--- src/rtl/sdc_pkg.sv ---
package sdc_pkg;

    localparam logic [3:0] A_ARG    = 4'h0;
    localparam logic [3:0] A_CMD    = 4'h1;
    localparam logic [3:0] A_STOP   = 4'h2;
    localparam logic [3:0] A_BLKLEN = 4'h3;
    localparam logic [3:0] A_BLKCNT = 4'h4;
    localparam logic [3:0] A_BUSOPT = 4'h5;
    localparam logic [3:0] A_STATUS = 4'h6;

    localparam logic [2:0] RT_NONE = 3'd3;
    localparam logic [2:0] RT_R1   = 3'd4;
    localparam logic [2:0] RT_R1B  = 3'd5;
    localparam logic [2:0] RT_R2   = 3'd6;
    localparam logic [2:0] RT_R3   = 3'd7;

    localparam logic [5:0] OP_STOP = 6'd12;

    localparam int SHORT_BITS = 48;
    localparam int LONG_BITS  = 136;

    typedef enum logic [2:0] {
        ST_IDLE,
        ST_SEND,
        ST_WAIT,
        ST_RECV,
        ST_DONE
    } sdc_state_e;

    typedef struct packed {
        logic [5:0] op;
        logic [2:0] rtype;
        logic       data;
        logic       rd;
        logic       multi;
    } sdc_cmd_t;

    function automatic sdc_cmd_t decode_word(input logic [15:0] w);
        sdc_cmd_t d;
        d.op    = w[5:0];
        d.rtype = w[10:8];
        d.data  = w[11];
        d.rd    = w[12];
        d.multi = w[13];
        return d;
    endfunction

    function automatic logic [SHORT_BITS-1:0] build_frame(input logic [5:0] op,
                                                          input logic [31:0] a);
        return {1'b0, 1'b1, op, a, 7'd0, 1'b1};
    endfunction

endpackage

--- src/rtl/sdc_regs.sv ---
module sdc_regs
    import sdc_pkg::*;
#(
    parameter int BLKLEN_W = 12,
    parameter int BLKCNT_W = 16
) (
    input  logic                clk,
    input  logic                rst_n,
    input  logic                wr_en,
    input  logic [3:0]          addr,
    input  logic [31:0]         wdata,
    output logic [31:0]         rdata,
    input  logic                busy,
    input  logic [3:0][31:0]    resp_words,
    input  logic                ev_done,
    input  logic                ev_timeout,
    input  logic                ev_crc,
    output logic                go,
    output sdc_cmd_t            go_cmd,
    output logic [31:0]         arg,
    output logic                stop_req,
    output logic                auto_arm,
    output logic [BLKLEN_W-1:0] blk_len,
    output logic [BLKCNT_W-1:0] blk_cnt,
    output logic                bus_4bit
);

    localparam logic [BLKLEN_W-1:0] MIN_LEN_4BIT = BLKLEN_W'(4);
    localparam logic [15:0]         BUS_LOW_BITS = 16'h00E0;

    logic [31:0]         arg_q;
    logic [15:0]         cmd_word_q;
    logic                auto_arm_q;
    logic [BLKLEN_W-1:0] blk_len_q;
    logic [BLKCNT_W-1:0] blk_cnt_q;
    logic                bus_4bit_q;
    logic                rend_q;
    logic                to_q;
    logic                crc_q;
    logic                lenerr_q;

    sdc_cmd_t dec;
    logic     wr_cmd;
    logic     type_ok;
    logic     len_bad;

    always_comb begin
        dec      = decode_word(wdata[15:0]);
        wr_cmd   = wr_en && (addr == A_CMD);
        type_ok  = (dec.rtype >= RT_NONE);
        len_bad  = dec.data && bus_4bit_q && (blk_len_q < MIN_LEN_4BIT);
        go       = wr_cmd && type_ok && !len_bad && !busy;
        go_cmd   = dec;
        stop_req = wr_en && (addr == A_STOP) && wdata[0] && !busy;
    end

    always_ff @(posedge clk or negedge rst_n) begin
        if (!rst_n) begin
            arg_q      <= '0;
            cmd_word_q <= '0;
            auto_arm_q <= 1'b0;
            blk_len_q  <= '0;
            blk_cnt_q  <= '0;
            bus_4bit_q <= 1'b0;
            rend_q     <= 1'b0;
            to_q       <= 1'b0;
            crc_q      <= 1'b0;
            lenerr_q   <= 1'b0;
        end else begin
            if (wr_en) begin
                case (addr)
                    A_ARG:    arg_q      <= wdata;
                    A_STOP:   auto_arm_q <= wdata[8];
                    A_BLKLEN: blk_len_q  <= wdata[BLKLEN_W-1:0];
                    A_BLKCNT: blk_cnt_q  <= wdata[BLKCNT_W-1:0];
                    A_BUSOPT: bus_4bit_q <= !wdata[15];
                    A_STATUS: begin
                        if (wdata[1]) rend_q   <= 1'b0;
                        if (wdata[2]) to_q     <= 1'b0;
                        if (wdata[3]) crc_q    <= 1'b0;
                        if (wdata[4]) lenerr_q <= 1'b0;
                    end
                    default: ;
                endcase
            end
            if (go) cmd_word_q <= wdata[15:0];
            if (wr_cmd && type_ok && len_bad && !busy) lenerr_q <= 1'b1;
            if (ev_done)    rend_q <= 1'b1;
            if (ev_timeout) to_q   <= 1'b1;
            if (ev_crc)     crc_q  <= 1'b1;
        end
    end

    always_comb begin
        rdata = '0;
        if (addr[3]) begin
            rdata = resp_words[addr[1:0]];
        end else begin
            case (addr)
                A_ARG:    rdata = arg_q;
                A_CMD:    rdata = {16'd0, cmd_word_q};
                A_STOP:   rdata = {23'd0, auto_arm_q, 8'd0};
                A_BLKLEN: rdata = 32'(blk_len_q);
                A_BLKCNT: rdata = 32'(blk_cnt_q);
                A_BUSOPT: rdata = {16'd0, (BUS_LOW_BITS | {!bus_4bit_q, 15'd0})};
                A_STATUS: rdata = {27'd0, lenerr_q, crc_q, to_q, rend_q, busy};
                default:  rdata = '0;
            endcase
        end
    end

    assign arg      = arg_q;
    assign auto_arm = auto_arm_q;
    assign blk_len  = blk_len_q;
    assign blk_cnt  = blk_cnt_q;
    assign bus_4bit = bus_4bit_q;

    // a short block in 4-bit mode must leave the error flag set
    assert_len_reject_R11: assert property (@(posedge clk) disable iff (!rst_n)
        (wr_cmd && !busy && type_ok && dec.data && bus_4bit_q && (blk_len_q < MIN_LEN_4BIT))
        |=> lenerr_q);

    // a completion event always leaves the completion flag set
    assert_done_flag_R7: assert property (@(posedge clk) disable iff (!rst_n)
        ev_done |=> rend_q);

endmodule

--- src/rtl/sdc_cmd_fsm.sv ---
module sdc_cmd_fsm
    import sdc_pkg::*;
#(
    parameter int TIMEOUT_TICKS = 64
) (
    input  logic             clk,
    input  logic             rst_n,
    input  logic             sd_tick,
    input  logic             cmd_in,
    input  logic             crc_fail,
    input  logic             go,
    input  sdc_cmd_t         go_cmd,
    input  logic [31:0]      arg,
    input  logic             stop_req,
    input  logic             auto_arm,
    input  logic             data_done,
    output logic             cmd_out,
    output logic             cmd_oe,
    output logic             busy,
    output logic [3:0][31:0] resp_words,
    output logic             ev_done,
    output logic             ev_timeout,
    output logic             ev_crc,
    output logic             xfer_start,
    output logic             xfer_read,
    output logic             xfer_multi
);

    localparam int WAIT_W = $clog2(TIMEOUT_TICKS + 1);
    localparam int CNT_W  = $clog2(LONG_BITS);
    localparam logic [WAIT_W-1:0] WAIT_LAST  = WAIT_W'(TIMEOUT_TICKS - 1);
    localparam logic [CNT_W-1:0]  TX_LAST    = CNT_W'(SHORT_BITS - 1);
    localparam logic [CNT_W-1:0]  RX_SHORT_N = CNT_W'(SHORT_BITS - 2);
    localparam logic [CNT_W-1:0]  RX_LONG_N  = CNT_W'(LONG_BITS - 2);

    sdc_state_e state, state_nxt;

    logic [SHORT_BITS-1:0] tx_sh;
    logic [CNT_W-1:0]      bit_cnt;
    logic [LONG_BITS-1:0]  rx_sh;
    logic [LONG_BITS-1:0]  rx_nxt;
    logic [WAIT_W-1:0]     wait_cnt;
    logic [3:0][31:0]      resp_q;
    sdc_cmd_t              cur;
    logic                  timed_out;
    logic                  got_rsp;
    logic                  multi_pend;

    logic auto_go;
    logic launch;
    logic wait_last;
    logic long_rsp;
    logic cnt_zero;

    always_comb begin
        auto_go   = data_done && auto_arm && multi_pend;
        launch    = go || stop_req || auto_go;
        wait_last = (wait_cnt == WAIT_LAST);
        long_rsp  = (cur.rtype == RT_R2);
        cnt_zero  = (bit_cnt == '0);
        rx_nxt    = {rx_sh[LONG_BITS-2:0], cmd_in};
    end

    // state register
    always_ff @(posedge clk or negedge rst_n) begin
        if (!rst_n) state <= ST_IDLE;
        else        state <= state_nxt;
    end

    // transitions
    always_comb begin
        state_nxt = state;
        unique case (state)
            ST_IDLE: if (launch) state_nxt = ST_SEND;
            ST_SEND: if (sd_tick && cnt_zero)
                         state_nxt = (cur.rtype == RT_NONE) ? ST_DONE : ST_WAIT;
            ST_WAIT: if (sd_tick) begin
                         if (!cmd_in)        state_nxt = ST_RECV;
                         else if (wait_last) state_nxt = ST_DONE;
                     end
            ST_RECV: if (sd_tick && cnt_zero) state_nxt = ST_DONE;
            ST_DONE: state_nxt = ST_IDLE;
            default: state_nxt = ST_IDLE;
        endcase
    end

    // shift registers, counters and captured response
    always_ff @(posedge clk or negedge rst_n) begin
        if (!rst_n) begin
            tx_sh      <= '1;
            bit_cnt    <= '0;
            rx_sh      <= '0;
            wait_cnt   <= '0;
            resp_q     <= '0;
            cur        <= '0;
            timed_out  <= 1'b0;
            got_rsp    <= 1'b0;
            multi_pend <= 1'b0;
        end else begin
            unique case (state)
                ST_IDLE: begin
                    if (go) begin
                        cur        <= go_cmd;
                        tx_sh      <= build_frame(go_cmd.op, arg);
                        multi_pend <= go_cmd.data && go_cmd.multi;
                    end else if (stop_req || auto_go) begin
                        cur        <= '{op: OP_STOP, rtype: RT_R1B, data: 1'b0,
                                        rd: 1'b0, multi: 1'b0};
                        tx_sh      <= build_frame(OP_STOP, 32'd0);
                        multi_pend <= 1'b0;
                    end
                    if (launch) begin
                        bit_cnt   <= TX_LAST;
                        timed_out <= 1'b0;
                        got_rsp   <= 1'b0;
                    end
                end
                ST_SEND: begin
                    if (sd_tick) begin
                        tx_sh   <= {tx_sh[SHORT_BITS-2:0], 1'b1};
                        bit_cnt <= bit_cnt - 1'b1;
                        if (cnt_zero) begin
                            wait_cnt <= '0;
                            rx_sh    <= '0;
                        end
                    end
                end
                ST_WAIT: begin
                    if (sd_tick) begin
                        if (!cmd_in) begin
                            bit_cnt <= long_rsp ? RX_LONG_N : RX_SHORT_N;
                        end else begin
                            wait_cnt <= wait_cnt + 1'b1;
                            if (wait_last) timed_out <= 1'b1;
                        end
                    end
                end
                ST_RECV: begin
                    if (sd_tick) begin
                        rx_sh   <= rx_nxt;
                        bit_cnt <= bit_cnt - 1'b1;
                        if (cnt_zero) begin
                            got_rsp <= 1'b1;
                            if (long_rsp) resp_q <= rx_nxt[127:0];
                            else          resp_q <= {96'd0, rx_nxt[39:8]};
                        end
                    end
                end
                ST_DONE: begin
                    if (timed_out) multi_pend <= 1'b0;
                end
                default: ;
            endcase
        end
    end

    // outputs
    always_comb begin
        cmd_oe     = (state == ST_SEND);
        cmd_out    = (state == ST_SEND) ? tx_sh[SHORT_BITS-1] : 1'b1;
        busy       = (state != ST_IDLE);
        ev_done    = (state == ST_DONE);
        ev_timeout = ev_done && timed_out;
        ev_crc     = ev_done && got_rsp && crc_fail;
        xfer_start = ev_done && !timed_out && cur.data;
        xfer_read  = cur.rd;
        xfer_multi = cur.multi;
        resp_words = resp_q;
    end

    // an accepted launch makes the engine busy in the next cycle
    assert_launch_busy_R7: assert property (@(posedge clk) disable iff (!rst_n)
        ((state == ST_IDLE) && launch) |=> busy);

    // completion lasts exactly one cycle before returning to idle
    assert_done_single_R7: assert property (@(posedge clk) disable iff (!rst_n)
        (state == ST_DONE) |=> !busy);

    // the response window counter never exceeds its limit
    assert_wait_bound_R6: assert property (@(posedge clk) disable iff (!rst_n)
        (state == ST_WAIT) |-> (wait_cnt < WAIT_W'(TIMEOUT_TICKS)));

    // a stop request loads opcode 12 with a zero argument
    assert_stop_frame_R8: assert property (@(posedge clk) disable iff (!rst_n)
        ((state == ST_IDLE) && !go && stop_req)
        |=> ((tx_sh[45:40] == OP_STOP) && (tx_sh[39:8] == 32'd0)));

    // each frame begins with a zero start bit on the line
    assert_frame_start_R2: assert property (@(posedge clk) disable iff (!rst_n)
        $rose(cmd_oe) |-> (cmd_out == 1'b0));

endmodule

--- src/rtl/sd_cmd_engine.sv ---
module sd_cmd_engine #(
    parameter int TIMEOUT_TICKS = 64,
    parameter int BLKLEN_W      = 12,
    parameter int BLKCNT_W      = 16
) (
    input  logic                clk,
    input  logic                rst_n,
    input  logic                reg_wr,
    input  logic [3:0]          reg_addr,
    input  logic [31:0]         reg_wdata,
    output logic [31:0]         reg_rdata,
    input  logic                sd_tick,
    input  logic                cmd_in,
    output logic                cmd_out,
    output logic                cmd_oe,
    input  logic                crc_fail,
    input  logic                data_done,
    output logic                xfer_start,
    output logic                xfer_read,
    output logic                xfer_multi,
    output logic [BLKLEN_W-1:0] blk_len,
    output logic [BLKCNT_W-1:0] blk_cnt,
    output logic                bus_4bit
);

    import sdc_pkg::*;

    logic             busy;
    logic [3:0][31:0] resp_words;
    logic             ev_done;
    logic             ev_timeout;
    logic             ev_crc;
    logic             go;
    sdc_cmd_t         go_cmd;
    logic [31:0]      arg;
    logic             stop_req;
    logic             auto_arm;

    sdc_regs #(
        .BLKLEN_W (BLKLEN_W),
        .BLKCNT_W (BLKCNT_W)
    ) u_regs (
        .clk        (clk),
        .rst_n      (rst_n),
        .wr_en      (reg_wr),
        .addr       (reg_addr),
        .wdata      (reg_wdata),
        .rdata      (reg_rdata),
        .busy       (busy),
        .resp_words (resp_words),
        .ev_done    (ev_done),
        .ev_timeout (ev_timeout),
        .ev_crc     (ev_crc),
        .go         (go),
        .go_cmd     (go_cmd),
        .arg        (arg),
        .stop_req   (stop_req),
        .auto_arm   (auto_arm),
        .blk_len    (blk_len),
        .blk_cnt    (blk_cnt),
        .bus_4bit   (bus_4bit)
    );

    sdc_cmd_fsm #(
        .TIMEOUT_TICKS (TIMEOUT_TICKS)
    ) u_fsm (
        .clk        (clk),
        .rst_n      (rst_n),
        .sd_tick    (sd_tick),
        .cmd_in     (cmd_in),
        .crc_fail   (crc_fail),
        .go         (go),
        .go_cmd     (go_cmd),
        .arg        (arg),
        .stop_req   (stop_req),
        .auto_arm   (auto_arm),
        .data_done  (data_done),
        .cmd_out    (cmd_out),
        .cmd_oe     (cmd_oe),
        .busy       (busy),
        .resp_words (resp_words),
        .ev_done    (ev_done),
        .ev_timeout (ev_timeout),
        .ev_crc     (ev_crc),
        .xfer_start (xfer_start),
        .xfer_read  (xfer_read),
        .xfer_multi (xfer_multi)
    );

endmodule

--- config.mk ---
export PLATFORM = sky130hd
export DESIGN_NAME = sd_cmd_engine
export DESIGN_NICKNAME = d
export VERILOG_FILES = /design/src/rtl/sdc_pkg.sv /design/src/rtl/sdc_regs.sv /design/src/rtl/sdc_cmd_fsm.sv /design/src/rtl/sd_cmd_engine.sv
export SDC_FILE = /design/constraint.sdc
export NUM_CORES = 1
export LEC_CHECK = 0
export BUFFER_PORTS_ARGS = -buffer_cell sky130_fd_sc_hd__buf_2
export CORE_MARGIN = 5
export CORE_UTILIZATION = 55
export DETAILED_ROUTE_END_ITERATION = 16
export PLACE_DENSITY = 0.88
export SLEW_MARGIN = 5
export SYNTH_ARGS = -nofsm -noshare
export SYNTH_HDL_FRONTEND = slang
export SYNTH_SLANG_ARGS = --single-unit
--- constraint.sdc ---
create_clock -name clk -period 2 [get_ports clk]
set_input_delay 0 -clock clk [delete_from_list [all_inputs] [get_ports clk]]
set_output_delay 0 -clock clk [all_outputs]
set_load 0.01 [all_outputs]
==> metrics.yaml, run 1 <==
run_status:
  status: "did not finish"
  haltStage: "global routing"
  firstError: "[ERROR GRT-0232] Routing congestion too high. Check the congestion heatmap in the GUI."
clocking:
  numCtsBuffers: 40
  cts_root_buf: "clkbuf_16"
  htree_levels: 2
  cts.sink_count: 411
  clockBufferDepth: 3
logic_synthesis:
  ys_seq_area_frac: 0.5662
  synth_top_family_by_area: "compound AO/OA/AOI/OAI gates"
  yosys.area_share.adder: 0.002055
  synth-simple-area-share: 0.1460
  synth_top_area_cell: "dfrtp_1"
  ys_ff_latch: 411
  synthArstFlopShare: 1.000
  synth_compound_area_frac: 0.1524
  ys_warn_count: 0
  synthCells: 1792
  postSynthAreaPerCell_um2: 10.19
  syn_area_mm2: 0.01827
  synth_ff_type: "dfrtp_1"
  synth_cell_types: 58
  synth-xor-area-share: 0
  synth_top_area_share: 0.4986
  synth_top_cells_by_area: "dfrtp_1, nand2_1, o21ai_0, dfstp_2, mux2_2"
  yosysMostFrequentCell: "nand2_1"
  synth_edf_count: 0
  synthMuxAreaShare: 0.09993
  syn_nets: 1838
  netlist_top_cells_count: "nand2_1, dfrtp_1, o21ai_0, clkbuf_1, a22o_1"
timing:
  crit_endpoint: "reg_rdata[8]"
  worstEpCategory: "output port"
floorplan:
  start_util: 0.5586
  die_h_um: 192.2
  io_pins: 109
  rows: 66
  dieWidth_um: 192.2
grt:
  grt.total_usage: 0.7131
  grt.overflow.total: 127
  antenna_found_initial: 26
  grt_max_degree: 131
place:
  dp_slack_ns: -0.3216
  hpwl_um: 32180
  io_buffers: 108
  routabilityCongestion: 0.9023
[cells by family after synthesis]
| family | Yosys count |
|---|---|
| adder cells (fa/ha/maj) | 3 |
| AO/OA/AOI/OAI | 442 |
| AND/OR/NAND/NOR | 655 |
| multiplexers | 134 |
| buffers and inverters | 147 |
| flip-flops | 411 |
[repair_timing]
action / 4_1_cts
gates resized for setup: 24
setup buffers: 13
endpoints found under the setup margin: 161
hold endpoints to repair: 307
cloned: 5
hold buffers: 39
pin swaps: 7
[per-layer routing]
metal	overflow	track usage
met1	15	0.6772
met2	49	0.8316
met3	9	0.6712
met4	53	0.6366
met5	1	0.6099
[metrics by stage]
stage | std cells | util | area, um^2 | hold slack [ns]
floorplan | 1792 | - | 18270 | -0.2956
detailed placement | 2314 | 0.6103 | 19960 | 0.06701
global placement | 2314 | 0.6103 | 19960 | 0.05780
CTS | 2441 | 0.6699 | 21910 | 0.03031
==> run 2: changes to the inputs <==
--- a/config.mk
+++ b/config.mk
@@ -7,9 +7,9 @@
 export LEC_CHECK = 0
 export BUFFER_PORTS_ARGS = -buffer_cell sky130_fd_sc_hd__buf_2
 export CORE_MARGIN = 5
-export CORE_UTILIZATION = 55
+export CORE_UTILIZATION = 40
 export DETAILED_ROUTE_END_ITERATION = 16
-export PLACE_DENSITY = 0.88
+export PLACE_DENSITY_LB_ADDON = 0.15
 export SLEW_MARGIN = 5
 export SYNTH_ARGS = -nofsm -noshare
 export SYNTH_HDL_FRONTEND = slang
==> constraint.sdc (replaced) <==
create_clock -name clk -period 2.6 [get_ports clk]
set_input_delay 0 -clock clk [delete_from_list [all_inputs] [get_ports clk]]
set_output_delay 0 -clock clk [all_outputs]
set_load 0.01 [all_outputs]
==> metrics.yaml, run 2 <==
cells_and_area:
  nNetsFinal: 1947
  antenna_cells: 0
  finalNonFillerCells: 2538
  final_cell_mix: "nand2_1, dfrtp_1, o21ai_0"
  drive_gt1_frac: 0.1981
  largest_register_ffs: 128
  n_fill_cell: 4248
  area_delta_synth_final_pct: 17.87
  final_common_cell: "nand2_1"
grt:
  grt_pass1_wl_um: 78810
  grt_max_degree: 131
  grt.total_usage: 0.1945
  grt_pass1_vias: 13600
  grt.overflow.total: 0
  antenna_found_initial: 0
place:
  hpwl_um: 32590
  routabilityCongestion: 0.8464
  io_buffers: 108
  dp.cells: 2413
clocking:
  clk_latency_ns: 0.59
  cts_tree: "done"
  cts.sink_count: 411
  clockBufferDepth: 3
  cts_root_buf: "clkbuf_16"
  clk_pin_slew_worst_paths_ns: 0.06
  numCtsBuffers: 46
  htree_levels: 2
  post_cts_buffers: 0
timing:
  hold_violations: 0
  fin_crit_ns: 2.434
  max_freq_ghz: 0.4109
  tightest_slew_ns: 0.6634
  slew_violations: 0
  setup_viol: 0
  skew_ns: 0.02227
  slew_headroom: 0.5577
  fin_crit_sh: 0.9361
  setup_tns_ns: 0
  rsz0062_at_grt: "false"
pwr:
  power_leakage_nw: 9.506
  p_per_area_mw_per_mm2: 802.1
  ir_drop_uv: 653.1
detailed_routing:
  post_drt_wl_per_cell_um: 19.16
  vias: 13480
  avgViaCountPerCell: 5.312
  drt_wl_total_um: 48620
  drt-initial-drc-count: 890
  drcViolationCount: 0
  antenna_left: 0
  drtPass1Iterations: 9
logic_synthesis:
  synthArstFlopShare: 1.000
  netlist_top_cells_count: "nand2_1, dfrtp_1, o21ai_0, clkbuf_1, a22o_1"
  synth_top_area_share: 0.4986
  synth_cell_types: 58
  ys_warn_count: 0
  syn_nets: 1838
  synth_edf_count: 0
  postSynthAreaPerCell_um2: 10.19
  synth_top_cells_by_area: "dfrtp_1, nand2_1, o21ai_0, dfstp_2, mux2_2"
  synth_top_area_cell: "dfrtp_1"
  ys_ff_latch: 411
  synthCells: 1792
  ys_seq_area_frac: 0.5662
  syn_area_mm2: 0.01827
  synth_ff_type: "dfrtp_1"
  yosysMostFrequentCell: "nand2_1"
critical_path:
  cp_data_arrival_time_ns: 2.43
  cp.required_ns: 2.60
  cp_max_fo: 21
  end_kind: "primary output"
  cp-start-kind: "primary input"
  path_class: "primary input to primary output"
run_status:
  status: "completed"
floorplan:
  placeableCoreArea_mm2: 0.04528
  dieWidth_um: 223.7
  start_util: 0.4034
  io_pins: 109
  rows: 78
  die_h_um: 223.7
  dieArea_mm2: 0.05004
hold_path:
  worstHoldPathType: "primary input to async pin"
flow_run:
  max_cap_violations: 0
-- run 2: cell counts after synthesis --
No cell type changed its count.
-- run 2: per-stage QoR --
stage / power (W) / util / worst slack [ns] / hold slack (ns) / cell area (um^2)
after floorplan: 0.009589 / - / 0.5579 / -0.2956 / 18270
after detailed placement: 0.01077 / 0.4326 / 0.2709 / 0.05317 / 19590
after CTS: 0.01746 / 0.4755 / 0.1478 / 0.007513 / 21530
final: 0.01727 / 0.4755 / 0.1660 / 0.02325 / 21530
after global placement: 0.01070 / 0.4326 / 0.3055 / 0.04926 / 19590
after global routing: 0.01807 / 0.4755 / 0.04529 / 0.03896 / 21530
-- run 2: logic make-up (layout without fill, tap and decap cells) --
| logic type | after synthesis | after routing | synth area share |
|---|---|---|---|
| adder cells (fa/ha/maj) | 3 | 3 | 0.002055 |
| AND/OR/NAND/NOR | 655 | 655 | 0.1460 |
| multiplexers | 134 | 134 | 0.09993 |
| AO/OA/AOI/OAI | 442 | 442 | 0.1524 |
| buffers and inverters | 147 | 293 | 0.03342 |
| flip-flops | 411 | 411 | 0.5662 |
-- run 2: final cells by class --
type / instances / area, um^2 / share of cell area
Tap cell: 600 / 750.7 / 0.03487
Clock buffer: 76 / 1404 / 0.06520
Timing Repair Buffer: 195 / 1491 / 0.06927
Inverter: 13 / 48.80 / 0.002266
Clock inverter: 9 / 138.9 / 0.006450
Multi-Input combinational cell: 1234 / 7355 / 0.3416
Sequential cell: 411 / 10340 / 0.4804
-- run 2: what timing repair did --
| item | 4_1_cts | 5_1_grt |
|---|---|---|
| endpoints found under the hold margin | 434 | 0 |
| hold buffers | 40 | 0 |
| gates resized for setup | 0 | 0 |
-- run 2: critical path, cell delays in order --
cell and delay (ns):
dlygate4sd3_1 0.52, buf_2 0.23, buf_4 0.38, buf_4 0.38, mux4_2 0.42, a32oi_1 0.22
nand2_1 0.11, buf_2 0.16
-- run 2: power by group --
| part | leakage (nW) | switching, W | internal [W] |
|---|---|---|---|
| Sequential | 5.42 | 0.000576 | 0.00727 |
| Clock | 0.756 | 0.00266 | 0.00390 |
| Combinational | 3.33 | 0.00168 | 0.00118 |
| Total | 9.51 | 0.00492 | 0.0124 |
-- run 2: layer usage --
metal / global-route usage / wire length, um
met2: 0.3036 / 22220
met3: 0.03486 / 2034
met5: 0 / 0
met4: 0.04368 / 943
met1: 0.2868 / 23430
-- run 2: path summary, 6_finish.rpt --
kind | to | cells after the start | from | slack [ns]
max | reg_rdata[0] | 8 | reg_addr[1] | 0.17
min | u_fsm.bit_cnt[4] | 2 | rst_n | 0.02
max reg2reg | u_fsm.tx_sh[27] | 6 | u_regs.blk_len[11] | 0.25
min reg2reg | u_fsm.tx_sh[46] | 2 | u_fsm.tx_sh[46] | 0.46
max in group asynchronous | u_fsm.tx_sh[34] | 3 | rst_n | 1.65
min in group clk | u_regs.auto_arm | 4 | reg_addr[3] | 0.05
Power figures use the tool's default switching activity.
